--- src/rtl/clk_health_pkg.sv ---
// Shared status layout for the clock health monitor.
// Assumes a single 8-bit status register; bit order is fixed by software.
package clk_health_pkg;
    typedef struct packed {
        logic pll_fault;   // bit 7
        logic pclk_fault;  // bit 6
        logic fs_fault;    // bit 5
        logic mem_done;    // bit 4
        logic pll_locked;  // bit 3
        logic ratio_ok;    // bit 2
        logic rate_ok;     // bit 1
        logic fs_present;  // bit 0
    } status_t;

    localparam int NUM_FAULTS = 3;
    localparam int FAULT_LSB  = 5;
endpackage

--- src/rtl/cdc_sync2.sv ---
// Two-flop synchroniser for a vector of independent asynchronous bits.
// Assumes each bit is a level or slow clock; no bus coherency is implied.
module cdc_sync2 #(
    parameter int WIDTH = 3
) (
    input  logic             clk,
    input  logic             rst_n,
    input  logic [WIDTH-1:0] async_in,
    output logic [WIDTH-1:0] sync_out
);
    logic [WIDTH-1:0] meta_q;

    // Two register stages to settle metastability.
    always_ff @(posedge clk) begin
        if (!rst_n) begin
            meta_q   <= '0;
            sync_out <= '0;
        end else begin
            meta_q   <= async_in;
            sync_out <= meta_q;
        end
    end
endmodule

--- src/rtl/pclk_rate_meter.sv ---
// Counts bit-clock rising edges over a fixed window of system cycles.
// At the close of each window it sets rate_ok when the count reached MIN_EDGES.
// Assumes pclk_s is already synchronised to clk.
module pclk_rate_meter #(
    parameter int WINDOW_CYC = 256,
    parameter int MIN_EDGES  = 16
) (
    input  logic clk,
    input  logic rst_n,
    input  logic pclk_s,
    output logic rate_ok
);
    localparam int WW = $clog2(WINDOW_CYC);
    localparam int EW = $clog2(WINDOW_CYC + 1);

    logic [WW-1:0] win_cnt;
    logic [EW-1:0] edge_cnt;
    logic          pclk_d;
    logic          pclk_rise;
    logic          win_end;
    logic [EW:0]   edge_total;

    assign pclk_rise  = pclk_s & ~pclk_d;
    assign win_end    = (win_cnt == WW'(WINDOW_CYC - 1));
    assign edge_total = {1'b0, edge_cnt} + (EW+1)'(pclk_rise);

    // Window timer, edge counter and verdict at window close.
    always_ff @(posedge clk) begin
        if (!rst_n) begin
            pclk_d   <= 1'b0;
            win_cnt  <= '0;
            edge_cnt <= '0;
            rate_ok  <= 1'b0;
        end else begin
            pclk_d <= pclk_s;
            if (win_end) begin
                win_cnt  <= '0;
                edge_cnt <= '0;
                rate_ok  <= (edge_total >= (EW+1)'(MIN_EDGES));
            end else begin
                win_cnt  <= win_cnt + 1'b1;
                edge_cnt <= edge_total[EW-1:0];
            end
        end
    end


    rate_stable_chk: assert property (@(posedge clk) disable iff (!rst_n)
        !win_end |=> $stable(rate_ok));
endmodule

--- src/rtl/fsync_checker.sv ---
// Tracks frame-sync presence with a timeout and checks the bit-clock count per frame.
// The count between consecutive frame edges is legal when it is a power of two
// between 2^MIN_LOG2 and 2^MAX_LOG2. Assumes synchronised inputs.
module fsync_checker #(
    parameter int FS_TIMEOUT = 4096,
    parameter int MIN_LOG2   = 4,
    parameter int MAX_LOG2   = 8
) (
    input  logic clk,
    input  logic rst_n,
    input  logic pclk_s,
    input  logic fsync_s,
    output logic fs_present,
    output logic ratio_ok
);
    localparam int MAXF   = 1 << MAX_LOG2;
    localparam int CW     = $clog2(MAXF + 2);
    localparam int TW     = $clog2(FS_TIMEOUT + 1);
    localparam int NLEGAL = MAX_LOG2 - MIN_LOG2 + 1;

    logic          pclk_d, fsync_d;
    logic          pclk_rise, fs_edge;
    logic [CW-1:0] frame_cnt;
    logic [CW:0]   frame_total;
    logic [TW-1:0] gap_cnt;
    logic          timeout;
    logic          seen_edge;
    logic [NLEGAL-1:0] legal_hit;

    assign pclk_rise   = pclk_s & ~pclk_d;
    assign fs_edge     = fsync_s & ~fsync_d;
    assign frame_total = {1'b0, frame_cnt} + (CW+1)'(pclk_rise);
    assign timeout     = !fs_edge && (gap_cnt == TW'(FS_TIMEOUT - 1));

    // One comparator per legal frame length.
    for (genvar k = 0; k < NLEGAL; k++) begin : g_legal
        assign legal_hit[k] = (frame_total == (CW+1)'(1 << (MIN_LOG2 + k)));
    end

    // Edge history registers.
    always_ff @(posedge clk) begin
        if (!rst_n) begin
            pclk_d  <= 1'b0;
            fsync_d <= 1'b0;
        end else begin
            pclk_d  <= pclk_s;
            fsync_d <= fsync_s;
        end
    end

    // Bit-clock count within the current frame, saturating above the legal range.
    always_ff @(posedge clk) begin
        if (!rst_n || fs_edge) begin
            frame_cnt <= '0;
        end else if (frame_total <= (CW+1)'(MAXF + 1)) begin
            frame_cnt <= frame_total[CW-1:0];
        end
    end

    // Gap timer, presence flag and ratio verdict.
    always_ff @(posedge clk) begin
        if (!rst_n) begin
            gap_cnt    <= '0;
            fs_present <= 1'b0;
            seen_edge  <= 1'b0;
            ratio_ok   <= 1'b0;
        end else if (fs_edge) begin
            gap_cnt    <= '0;
            fs_present <= 1'b1;
            seen_edge  <= 1'b1;
            ratio_ok   <= seen_edge && (|legal_hit);
        end else begin
            if (gap_cnt != TW'(FS_TIMEOUT)) gap_cnt <= gap_cnt + 1'b1;
            if (timeout) begin
                fs_present <= 1'b0;
                seen_edge  <= 1'b0;
                ratio_ok   <= 1'b0;
            end
        end
    end


    fs_edge_present_chk: assert property (@(posedge clk) disable iff (!rst_n)
        fs_edge |=> fs_present);

    ratio_stable_chk: assert property (@(posedge clk) disable iff (!rst_n)
        (!fs_edge && !timeout) |=> $stable(ratio_ok));
endmodule

--- src/rtl/clk_health_status.sv ---
// Status register for PCM clock health: live validity bits and sticky faults.
// Faults set on a good-to-bad change of their health condition and clear on write-1.
// A set event in the same cycle as a clear wins. Reads are combinational on addr.
module clk_health_status
    import clk_health_pkg::*;
#(
    parameter int              ADDR_W         = 4,
    parameter logic [ADDR_W-1:0] STATUS_ADDR  = 4'h3,
    parameter int              WINDOW_CYC     = 256,
    parameter int              MIN_PCLK_EDGES = 16,
    parameter int              FS_TIMEOUT     = 4096,
    parameter int              MIN_LOG2       = 4,
    parameter int              MAX_LOG2       = 8
) (
    input  logic              clk,
    input  logic              rst_n,
    input  logic              pclk,
    input  logic              fsync,
    input  logic              pll_lock,
    input  logic              mem_clr_done,
    input  logic [ADDR_W-1:0] addr,
    input  logic              wr_en,
    input  logic [7:0]        wdata,
    output logic [7:0]        rdata
);
    logic [2:0]            sync_q;
    logic                  pclk_s, fsync_s, lock_s;
    logic                  rate_ok, fs_present, ratio_ok;
    logic [NUM_FAULTS-1:0] health, health_d, fall, fault_q, clr;
    logic                  wr_hit;
    status_t               status;

    cdc_sync2 #(.WIDTH(3)) u_sync (
        .clk      (clk),
        .rst_n    (rst_n),
        .async_in ({pll_lock, fsync, pclk}),
        .sync_out (sync_q)
    );
    assign {lock_s, fsync_s, pclk_s} = sync_q;

    pclk_rate_meter #(.WINDOW_CYC(WINDOW_CYC), .MIN_EDGES(MIN_PCLK_EDGES)) u_rate (
        .clk     (clk),
        .rst_n   (rst_n),
        .pclk_s  (pclk_s),
        .rate_ok (rate_ok)
    );

    fsync_checker #(.FS_TIMEOUT(FS_TIMEOUT), .MIN_LOG2(MIN_LOG2), .MAX_LOG2(MAX_LOG2)) u_fs (
        .clk        (clk),
        .rst_n      (rst_n),
        .pclk_s     (pclk_s),
        .fsync_s    (fsync_s),
        .fs_present (fs_present),
        .ratio_ok   (ratio_ok)
    );

    // Fault index 2: PLL lock, 1: bit clock rate, 0: frame sync health.
    assign health = {lock_s, rate_ok, fs_present & ratio_ok};
    assign fall   = health_d & ~health;
    assign wr_hit = wr_en && (addr == STATUS_ADDR);
    assign clr    = wr_hit ? wdata[FAULT_LSB +: NUM_FAULTS] : '0;

    // Previous health, used to find good-to-bad changes.
    always_ff @(posedge clk) begin
        if (!rst_n) health_d <= '0;
        else        health_d <= health;
    end

    for (genvar i = 0; i < NUM_FAULTS; i++) begin : g_fault
        // Sticky fault: set wins over write-1 clear.
        always_ff @(posedge clk) begin
            if (!rst_n)       fault_q[i] <= 1'b0;
            else if (fall[i]) fault_q[i] <= 1'b1;
            else if (clr[i])  fault_q[i] <= 1'b0;
        end


        fault_set_chk: assert property (@(posedge clk) disable iff (!rst_n)
            fall[i] |=> fault_q[i]);

        fault_hold_chk: assert property (@(posedge clk) disable iff (!rst_n)
            (fault_q[i] && !(wr_hit && wdata[FAULT_LSB + i])) |=> fault_q[i]);

        fault_clear_chk: assert property (@(posedge clk) disable iff (!rst_n)
            (wr_hit && wdata[FAULT_LSB + i] && !fall[i]) |=> !fault_q[i]);
    end

    // Assemble the status word.
    always_comb begin
        status.pll_fault  = fault_q[2];
        status.pclk_fault = fault_q[1];
        status.fs_fault   = fault_q[0];
        status.mem_done   = mem_clr_done;
        status.pll_locked = lock_s;
        status.ratio_ok   = ratio_ok;
        status.rate_ok    = rate_ok;
        status.fs_present = fs_present;
    end

    assign rdata = (addr == STATUS_ADDR) ? status : 8'h00;
endmodule

--- config.mk ---
export PLATFORM = sky130hd
export DESIGN_NAME = clk_health_status
export DESIGN_NICKNAME = d
export VERILOG_FILES = /design/src/rtl/clk_health_pkg.sv /design/src/rtl/cdc_sync2.sv /design/src/rtl/pclk_rate_meter.sv /design/src/rtl/fsync_checker.sv /design/src/rtl/clk_health_status.sv
export SDC_FILE = /design/constraint.sdc
export NUM_CORES = 1
export LEC_CHECK = 0
export BUFFER_PORTS_ARGS = -buffer_cell sky130_fd_sc_hd__buf_2
export CORE_AREA = 2 2 86 88
export CTS_BUF_LIST = sky130_fd_sc_hd__clkbuf_16
export CTS_CLUSTER_DIAMETER = 30
export DETAILED_ROUTE_END_ITERATION = 16
export DIE_AREA = 0 0 88 90
export GPL_ROUTABILITY_DRIVEN = 0
export HOLD_SLACK_MARGIN = 0.03
export SETUP_SLACK_MARGIN = 0.5
export SLEW_MARGIN = 20
export SYNTH_ARGS = -nofsm -noshare
export SYNTH_HDL_FRONTEND = slang
export SYNTH_SLANG_ARGS = --single-unit
--- constraint.sdc ---
create_clock -name clk -period 7.3 [get_ports clk]
set_clock_uncertainty 0.15 [all_clocks]
set_input_delay 0.365 -clock clk [delete_from_list [all_inputs] [get_ports clk]]
set_output_delay 0.365 -clock clk [all_outputs]
set_load 0.01 [all_outputs]
Yosys cells after proc, flatten, opt, wreduce, memory -nomap -nowiden
Index checks and enable logic that the tools add are counted.
Cells by class
  $add $sub $neg: 4
  $lt $le $gt $ge: 2
  equal/unequal tests: 9
  mux-type cells: 11
  bitwise gates (word level): 8
  reductions and logical operators: 13
Operators with widths (count)
  $add A9 B1 Y10: 2
  $add A13 B1 Y13 const B: 1
  $eq A13 B12 Y1 const B: 1
  $ne A13 B13 Y1 const B: 1
  $eq A10 B5 Y1 const B: 1
  $eq A10 B6 Y1 const B: 1
  $eq A10 B7 Y1 const B: 1
  $eq A10 B8 Y1 const B: 1
  $eq A10 B9 Y1 const B: 1
  $ge A10 B5 Y1 const B: 1
  $le A10 B9 Y1 const B: 1
  $mux W1: 9
  $add A8 B1 Y8 const B: 1
  $eq A8 B8 Y1 const B: 1
  $mux W8: 1
  $reduce_bool A2 Y1: 4
  $reduce_or A5 Y1: 1
  $eq A4 B2 Y1 const B: 1
  $reduce_or A2 Y1: 2
  $and A1 B1 Y1: 3
  $and A3 B3 Y3: 1
  $logic_and A1 B1 Y1: 3
  $mux W3: 1
  $not A1 Y1: 3
  3 further kinds: 4
Word-level totals
  register bits: 56
  input bits: 19
  output and inout port bits: 8
  word-level logic and storage cells: 62

Logic depth before layout (Yosys ltp)
Gate-level depths: netlist (run 1).
  word-level depth: 7
  depth in mapped cells: 11
  gate-level depth less buffers: 9

Modules after synthesis
A second synthesis (run 1) with hierarchy kept.
Second synthesis, totals
  cell total of the unflattened synthesis: 319
  area total of the unflattened synthesis: 2865.2 um^2
By module, submodules not included
  fsync_checker: instances 1, cells an instance 179, area an instance 1569.0 um^2, sequential area each 520.5 um^2
  pclk_rate_meter: instances 1, cells an instance 94, area an instance 855.8 um^2, sequential area each 380.4 um^2
  clk_health_status: instances 1, cells an instance 34, area an instance 282.8 um^2, sequential area each 120.1 um^2
  cdc_sync2: instances 1, cells an instance 12, area an instance 157.7 um^2, sequential area each 120.1 um^2

Worst setup path before layout (run 1)
Ideal clock, no wire load.
  path kind: flip-flop to flip-flop
  from: reg u_sync.sync_out[0]
  to: reg u_fs.frame_cnt[4]
  setup time: 0.070 ns
  arrival: 2.216 ns
  required time: 7.080 ns
  setup slack: 4.864 ns
  stages on the path, launching flop included: 12
  path buffers: 2
  clock period less this slack: 2.436 ns
  cells stage by stage: dfxtp_1 nor2b_1 ha_1 ha_1 clkbuf_1 nand2_1 a211oi_1 o32a_2 a31oi_2 buf_6 or3_1 a21oi_1
Between the ends
  longest elaborated chain between the ends: 3
RTL lines
  start: declaration: line cdc_sync2.sv:9  | output logic [WIDTH-1:0] sync_out
  start signal: assignment: line cdc_sync2.sv:20  | sync_out <= meta_q;
  $and A1 B1 Y1 *: line fsync_checker.sv:30  | assign pclk_rise = pclk_s & ~pclk_d;
  $add A9 B1 Y10 *: line fsync_checker.sv:32  | assign frame_total = {1'b0, frame_cnt} + (CW+1)'(pclk_rise);
  $le A10 B9 Y1: line fsync_checker.sv:55  | end else if (frame_total <= (CW+1)'(MAXF + 1)) begin
  end signal: assignment: line fsync_checker.sv:56  | frame_cnt <= frame_total[CW-1:0];
  end: declaration: line fsync_checker.sv:23  | logic [CW-1:0] frame_cnt;
Mark *: on every way between the ends. The rest lies on a longest branch, timed or not.
A chain may end at the register's enable or synchronous reset.

Final worst setup path (run 1)
Same ends and word-level chain as after synthesis.

==> impl_results.md, run 1 <==
* Outcome: complete, no violations
* Initial Utilization at 38.5%
* Post-cts resize count at 0
* Syn nets at 347
* TNS Setup at 0 ps
* Initial antenna violation count at 0
* Final cell count without fillers at 434
* Chip height at 90 microns
* Rel. slew slack at 41.5%
* Area grow syn2layout at 11.0%
* Post-route core utilization at 42.7%
* Number of fill cells in the layout at 712
* Area of the multi-input gates at 1470 sq um
* Mapped Area at 2700 sq um
* CP Launch Type: flop
* Fin. max-slew vios at 0
* Critical path data arrival time at 2870 ps
* Number of global-route vias before repair at 1,928
* Critical Path Sink Type: flop
* CP Max Fanout at 12
* Synth Area per Inst at 8.41 sq um
* # Post-CTS Setup Buffers at 0
* Root Driver: clkbuf_16
* DRT Pass-1 Iters at 4
* CTS max path bufs at 2
* Layout cells sized above 1 at 10.7%
* Port bufs at 21
* Worst skew pair latency at 290 ps
* Detail Route Antenna Nets at 0
* CP cell instances: nor2b_1 -> ha_1 -> ha_1 -> and3_1 -> a21oi_1 -> a41o_1 -> a31oi_2 -> or3_1 -> a21oi_1
* Leak at 0.00114 uW
* TritonCTS buffer count at 5
* Crit Path Class: flop to flop
* Largest net degree at the start of global routing at 23
* Synth unique cells at 44
* Initial drt markers at 138
* Total power at 571 uW
* CP peak stage delay at 440 ps
* Tot GR Track Use at 13.3%
* Yosys reg bits at 56
* Slowest library cell on the worst path: a31oi_2
* Class of the worst hold path: input port to flop
* Hold Fails Final Rpt at 0
* First-pass GRT wire length at 8.69 mm
* GR Overflow Total at 0
* CTS tree: done
* Most common cell after layout, fill and taps aside: dfxtp_1
* Minimum clock period at 2870 ps
* WP data required at 7300 ps
* # nets final at 360
* Worst slew pin tran at 872 ps
* Seq/Total Area, Yosys at 41.5%
* Final setup violation count at 0
* Placed cell count at 426
* Clk sink count at 56
* Final wirelength at 4.81 mm
* Commonest non-fill, non-tap cells in the layout: 56 x dfxtp_1, 38 x nor2_1, 27 x nand3_1
* Vias at 2,136
* Setup slack at placement at 4430 ps
* F_max at 0.348 GHz
* Diode count at 0
* Drt via density at 4.92
* Area of the core at 7020 sq um
* Final period util at 39.4%
* Cell count after synthesis at 321
* Row cnt at 31
* Max-cap violations at 0
* Unrepaired setup endpoints after global routing: no
* Die width at 88 microns
* Clock-pin slew on the worst setup and hold paths at 70 ps
* H-tree levels at 2
* Drt drc at 0
* Yosys warnings at 0
* P per Cell Area at 190 nW/um^2
* Sequential cell area at 1120 sq um
* Wire per inst at 11.1 microns
* Hold bufs inserted after CTS at 0
* Die area at 7920 sq um
* Dpl hpwl at 3.33 mm
* Slack of the critical path at 4430 ps
* Max IR drop VDD at 88.6 uV
* I/O pin cnt at 27
-- layout make-up --
cell class	count	share of cell area, %
Multi-Input combinational cell	240	48.9
Clock inverter	3	0.668
Sequential cell	56	37.4
Clock buffer	5	4.17
Inverter	10	1.25
Tap cell	99	4.13
Timing Repair Buffer	21	3.51
-- cell usage after synthesis (all sizes together) --
master   count  area [sq um]
mux2i        1          10.0
nor4b        2          17.5
a41o         1          10.0
mux2         1          11.3
dfxtp       56          1120
a21boi       2          15.0
or3b         1          8.76
nand4        3          25.0
and3         8          50.1
a32oi        1          8.76
buf          6          42.5
nor3         8          40.0
o211ai       2          15.0
nand4b       1          8.76
xor2        17           149
a211oi       3          22.5
inv         10          37.5
o21ai       17          85.1
ha           7          87.6
o21a         1          7.51
nor2b        6          37.5
o31ai        1          21.3
a21oi       11          55.1
and2        24           150
clkbuf       9          33.8
a31o         1          8.76
nor2        38           143
nand2       23          86.3
nand3       27           135
a22oi        2          15.0
or3          7          48.8
and4         2          17.5
xnor2        8          70.1
o32a         1          11.3
nand2b       3          18.8
nor4         2          12.5
nand3b       1          7.51
or4          2          15.0
a31oi        4          31.3
a2111oi      1          8.76
-- routing by layer --
layer / GRT usage, % / up-vias / part of all wire [%]
li1: - / 1124 / -
met1: 19.3 / 960 / 51
met2: 19.1 / 44 / 43
met3: 2.48 / 8 / 3.9
met4: 5.64 / 0 / 1.8
met5: 0 / - / 0
-- worst max-delay path, delay by kind of cell (launching register included) --
kind,cells,cell delay (ps)
AO/OA/AOI/OAI,4,900
AND/OR/NAND/NOR,3,700
adder cells (fa/ha/maj),2,640
flip-flops,1,320
-- sequential cells by signal (all words and copies together) (netlist names) --
register / count
u_fs.fs_present: 1
u_fs.ratio_ok: 1
u_rate.rate_ok: 1
u_rate.edge_cnt: 9
u_fs.frame_cnt: 9
u_fs.gap_cnt: 13
u_sync.meta_q: 3
health_d: 3
u_rate.pclk_d: 1
u_sync.sync_out: 3
u_rate.win_cnt: 8
u_fs.fsync_d: 1
fault_q: 3
-- metrics by stage --
stage / instance area (sq um) / hold slack [ps]
floorplan: 2700 / 262
global placement: 2850 / 272
detailed placement: 2850 / 270
CTS: 3000 / 122
global route: 3000 / 120
finish: 3000 / 127
-- final timing paths --
| kind | from | to | slack (ps) | depth (start not counted) |
|---|---|---|---|---|
| max | u_sync.sync_out[0]$_SDFF_PN0_ | u_fs.frame_cnt[4]$_SDFFE_PP0P_ | 4430 | 9 |
| min | pll_lock | u_sync.meta_q[2]$_SDFF_PN0_ | 130 | 2 |
| max reg2reg | u_sync.sync_out[0]$_SDFF_PN0_ | u_fs.frame_cnt[4]$_SDFFE_PP0P_ | 4430 | 9 |
| min reg2reg | u_sync.meta_q[1]$_SDFF_PN0_ | u_sync.sync_out[1]$_SDFF_PN0_ | 290 | 1 |
-- logic make-up after synthesis --
kind of cell	share of synthesized area, %
simple gates	30.4
flops	41.5
compound gates	11.7
xor+xnor	8.11
buf+inv	4.22
fa+ha+maj	3.24
mux	0.788
-- power by group --
part           internal [uW]  switching, uW  leakage, uW
Clock                    127            108    0.0000712
Sequential               311           3.71     0.000454
Combinational           9.52           12.2     0.000613
(Power assumes the default switching activity.)
==> inputs of run 2 (changes only) <==
==> constraint.sdc (replaced) <==
create_clock -name clk -period 2.8 [get_ports clk]
set_clock_uncertainty 0.15 [all_clocks]
set_input_delay 0.14 -clock clk [delete_from_list [all_inputs] [get_ports clk]]
set_output_delay 0.14 -clock clk [all_outputs]
set_load 0.01 [all_outputs]
==> impl_results.md, run 2 (synthesis results as in run 1) <==
* Outcome: complete, no violations
* Class of the worst hold path: input port to flop
* CP Launch Type: flop
* Slowest library cell on the worst path: or4_1
* Largest registers: u_fs.gap_cnt: 13 flops, u_fs.frame_cnt: 9 flops, u_rate.edge_cnt: 9 flops
* Critical path data arrival time at 2390 ps (-480 ps)
* Top reg by flops: u_fs.gap_cnt
* Die area at 7920 sq um (unchanged)
* Row cnt at 31 (unchanged)
* Chip height at 90 microns (unchanged)
* Initial Utilization at 38.5% (unchanged)
* Reg-to-reg startpoint: u_sync.sync_out[0]$_SDFF_PN0_
* F_max at 0.433 GHz (+24%)
* Minimum clock period at 2310 ps (-564 ps)
* H-tree levels at 2 (unchanged)
* I/O pin cnt at 27 (unchanged)
* Hold Fails Final Rpt at 0 (unchanged)
* TritonCTS buffer count at 5 (unchanged)
* CTS tree: done
* Total power at 1510 uW (+160%)
* CP Max Fanout at 11 (-1)
* R2R cell count at 10 (+1)
* Layout cells sized above 1 at 18.4% (+7.6 points)
* Max-cap violations at 0 (unchanged)
* Worst Hold End: fault_q[1]$_SDFFE_PN0P_
* Number of fill cells in the layout at 706 (-0.84%)
* Dpl hpwl at 3.66 mm (+10%)
* Final setup violation count at 0 (unchanged)
* Number of global-route vias before repair at 2,011 (+4.3%)
* Die width at 88 microns (unchanged)
* Tot GR Track Use at 14.3% (+0.94 points)
* Area of the core at 7020 sq um (unchanged)
* CP cell instances: nor2b_4 -> ha_4 -> ha_4 -> buf_4 -> a211oi_2 -> o32a_2 -> a31oi_2 -> buf_6 -> or4_1 -> o21ai_1
* Largest net degree at the start of global routing at 23 (unchanged)
* Top cell by count, worst path: ha_4
* Hold Path Cell Cnt at 4 (+2)
* Unrepaired setup endpoints after global routing: yes
* Drt drc at 0 (unchanged)
* TNS Setup at 0 ps (unchanged)
* Diode count at 0 (unchanged)
* CP peak stage delay at 390 ps (-50 ps)
* RR Endpoint: u_fs.frame_cnt[2]$_SDFFE_PP0P_
* Most common cell after layout, fill and taps aside: dfxtp_1
* Leak at 0.00120 uW (+5.5%)
* Initial drt markers at 69 (-50%)
* Max IR drop VDD at 260 uV (+190%)
* Clk sink count at 56 (unchanged)
* Initial antenna violation count at 0 (unchanged)
* Final period util at 82.5% (+43 points)
* Critical Path Sink Type: flop
* CTS max path bufs at 2 (unchanged)
* Max reg flops at 13 (unchanged)
* Drt via density at 4.96 (+0.68%)
* Port bufs at 21 (unchanged)
* Clock-pin slew on the worst setup and hold paths at 70 ps (about the same)
* Area grow syn2layout at 18.4%
* Critical hold path startpoint: wdata[6]
* P per Cell Area at 472 nW/um^2 (+150%)
* First-pass GRT wire length at 9.14 mm (+5.2%)
* Root Driver: clkbuf_16
* Rel. slew slack at 61.9% (+20 points)
* DRT Pass-1 Iters at 4 (unchanged)
* GR Overflow Total at 0 (unchanged)
* Vias at 2,215 (+3.7%)
* WP data required at 2880 ps (-4420 ps)
* Fin. max-slew vios at 0 (unchanged)
* Detail Route Antenna Nets at 0 (unchanged)
* Crit Path Class: flop to flop
* Commonest non-fill, non-tap cells in the layout: 54 x dfxtp_1, 38 x nor2_1, 27 x nand3_1
* Final wirelength at 5.52 mm (+15%)
* Flop-to-flop setup slack at 490 ps (-3940 ps)
* # nets final at 373 (+3.6%)
* Worst slew pin tran at 571 ps (-301 ps)
* Worst skew pair latency at 290 ps (about the same)
* Wire per inst at 12.4 microns (+12%)
run 2: how the worst max path moves through the flow:
stage / start / endpoint / slack (ps) / depth (start not counted)
floorplan: u_sync.sync_out[0]$_SDFF_PN0_ / u_fs.ratio_ok$_SDFFE_PN0P_ / 510 / 10
global placement: u_sync.sync_out[0]$_SDFF_PN0_ / u_fs.ratio_ok$_SDFFE_PN0P_ / 220 / 9
detailed placement: u_sync.sync_out[0]$_SDFF_PN0_ / u_fs.ratio_ok$_SDFFE_PN0P_ / 180 / 9
CTS: u_sync.sync_out[0]$_SDFF_PN0_ / u_fs.frame_cnt[2]$_SDFFE_PP0P_ / 490 / 10
global route: u_sync.sync_out[0]$_SDFF_PN0_ / u_fs.frame_cnt[2]$_SDFFE_PP0P_ / 410 / 10
finish: u_sync.sync_out[0]$_SDFF_PN0_ / u_fs.frame_cnt[2]$_SDFFE_PP0P_ / 490 / 10
run 2: layout make-up:
type | instances | area (sq um) | area share (%)
sequential | 56 | 1120 | 35.1
tap | 99 | 124 | 3.87
timing repair buffer | 34 | 214 | 6.69
clock inverter | 3 | 17.5 | 0.548
multi-input combinational | 240 | 1560 | 48.6
clock buffer | 5 | 125 | 3.91
inverter | 10 | 37.5 | 1.17
run 2: metal layers:
metal | track usage (%) | up-vias | wire (microns)
met5 | 0 | - | 0
met4 | 4.49 | 0 | 73
met3 | 3.49 | 6 | 140
met2 | 22.1 | 21 | 2510
met1 | 19.4 | 1031 | 2800
li1 | - | 1157 | -
run 2: per-stage QoR:
step,instances,setup slack [ps],utilization [%],hold slack (ps),instance area [sq um]
final,447,490,45.5,43.6,3200
after floorplan,321,511,-,117,2710
after global placement,430,224,41.1,198,2890
after CTS,443,493,44.5,45.5,3120
after detailed placement,430,180,41.1,206,2890
after global routing,447,407,45.5,77.4,3200
run 2: power by group:
group / internal, uW / switching, uW
clock network: 331 / 288
registers: 812 / 11.6
logic: 31.7 / 36.0
total: 1170 / 335
run 2: what timing repair did:
item,in CTS,in global routing
gates resized for setup,10,17
hold buffers,3,0
hold endpoints to repair,3,0
buffers inserted,2,4
gates cloned,0,0
endpoints found under the setup margin,9,7
pin swaps,1,6
run 2: critical path: cells and delay by family (launching register included):
family                     cells  cell delay, ps
and+or+nand+nor                2             520
buffers and inverters          2             310
DFF                            1             320
AOI/OAI and AO/OA              4             610
adders and majority gates      2             350
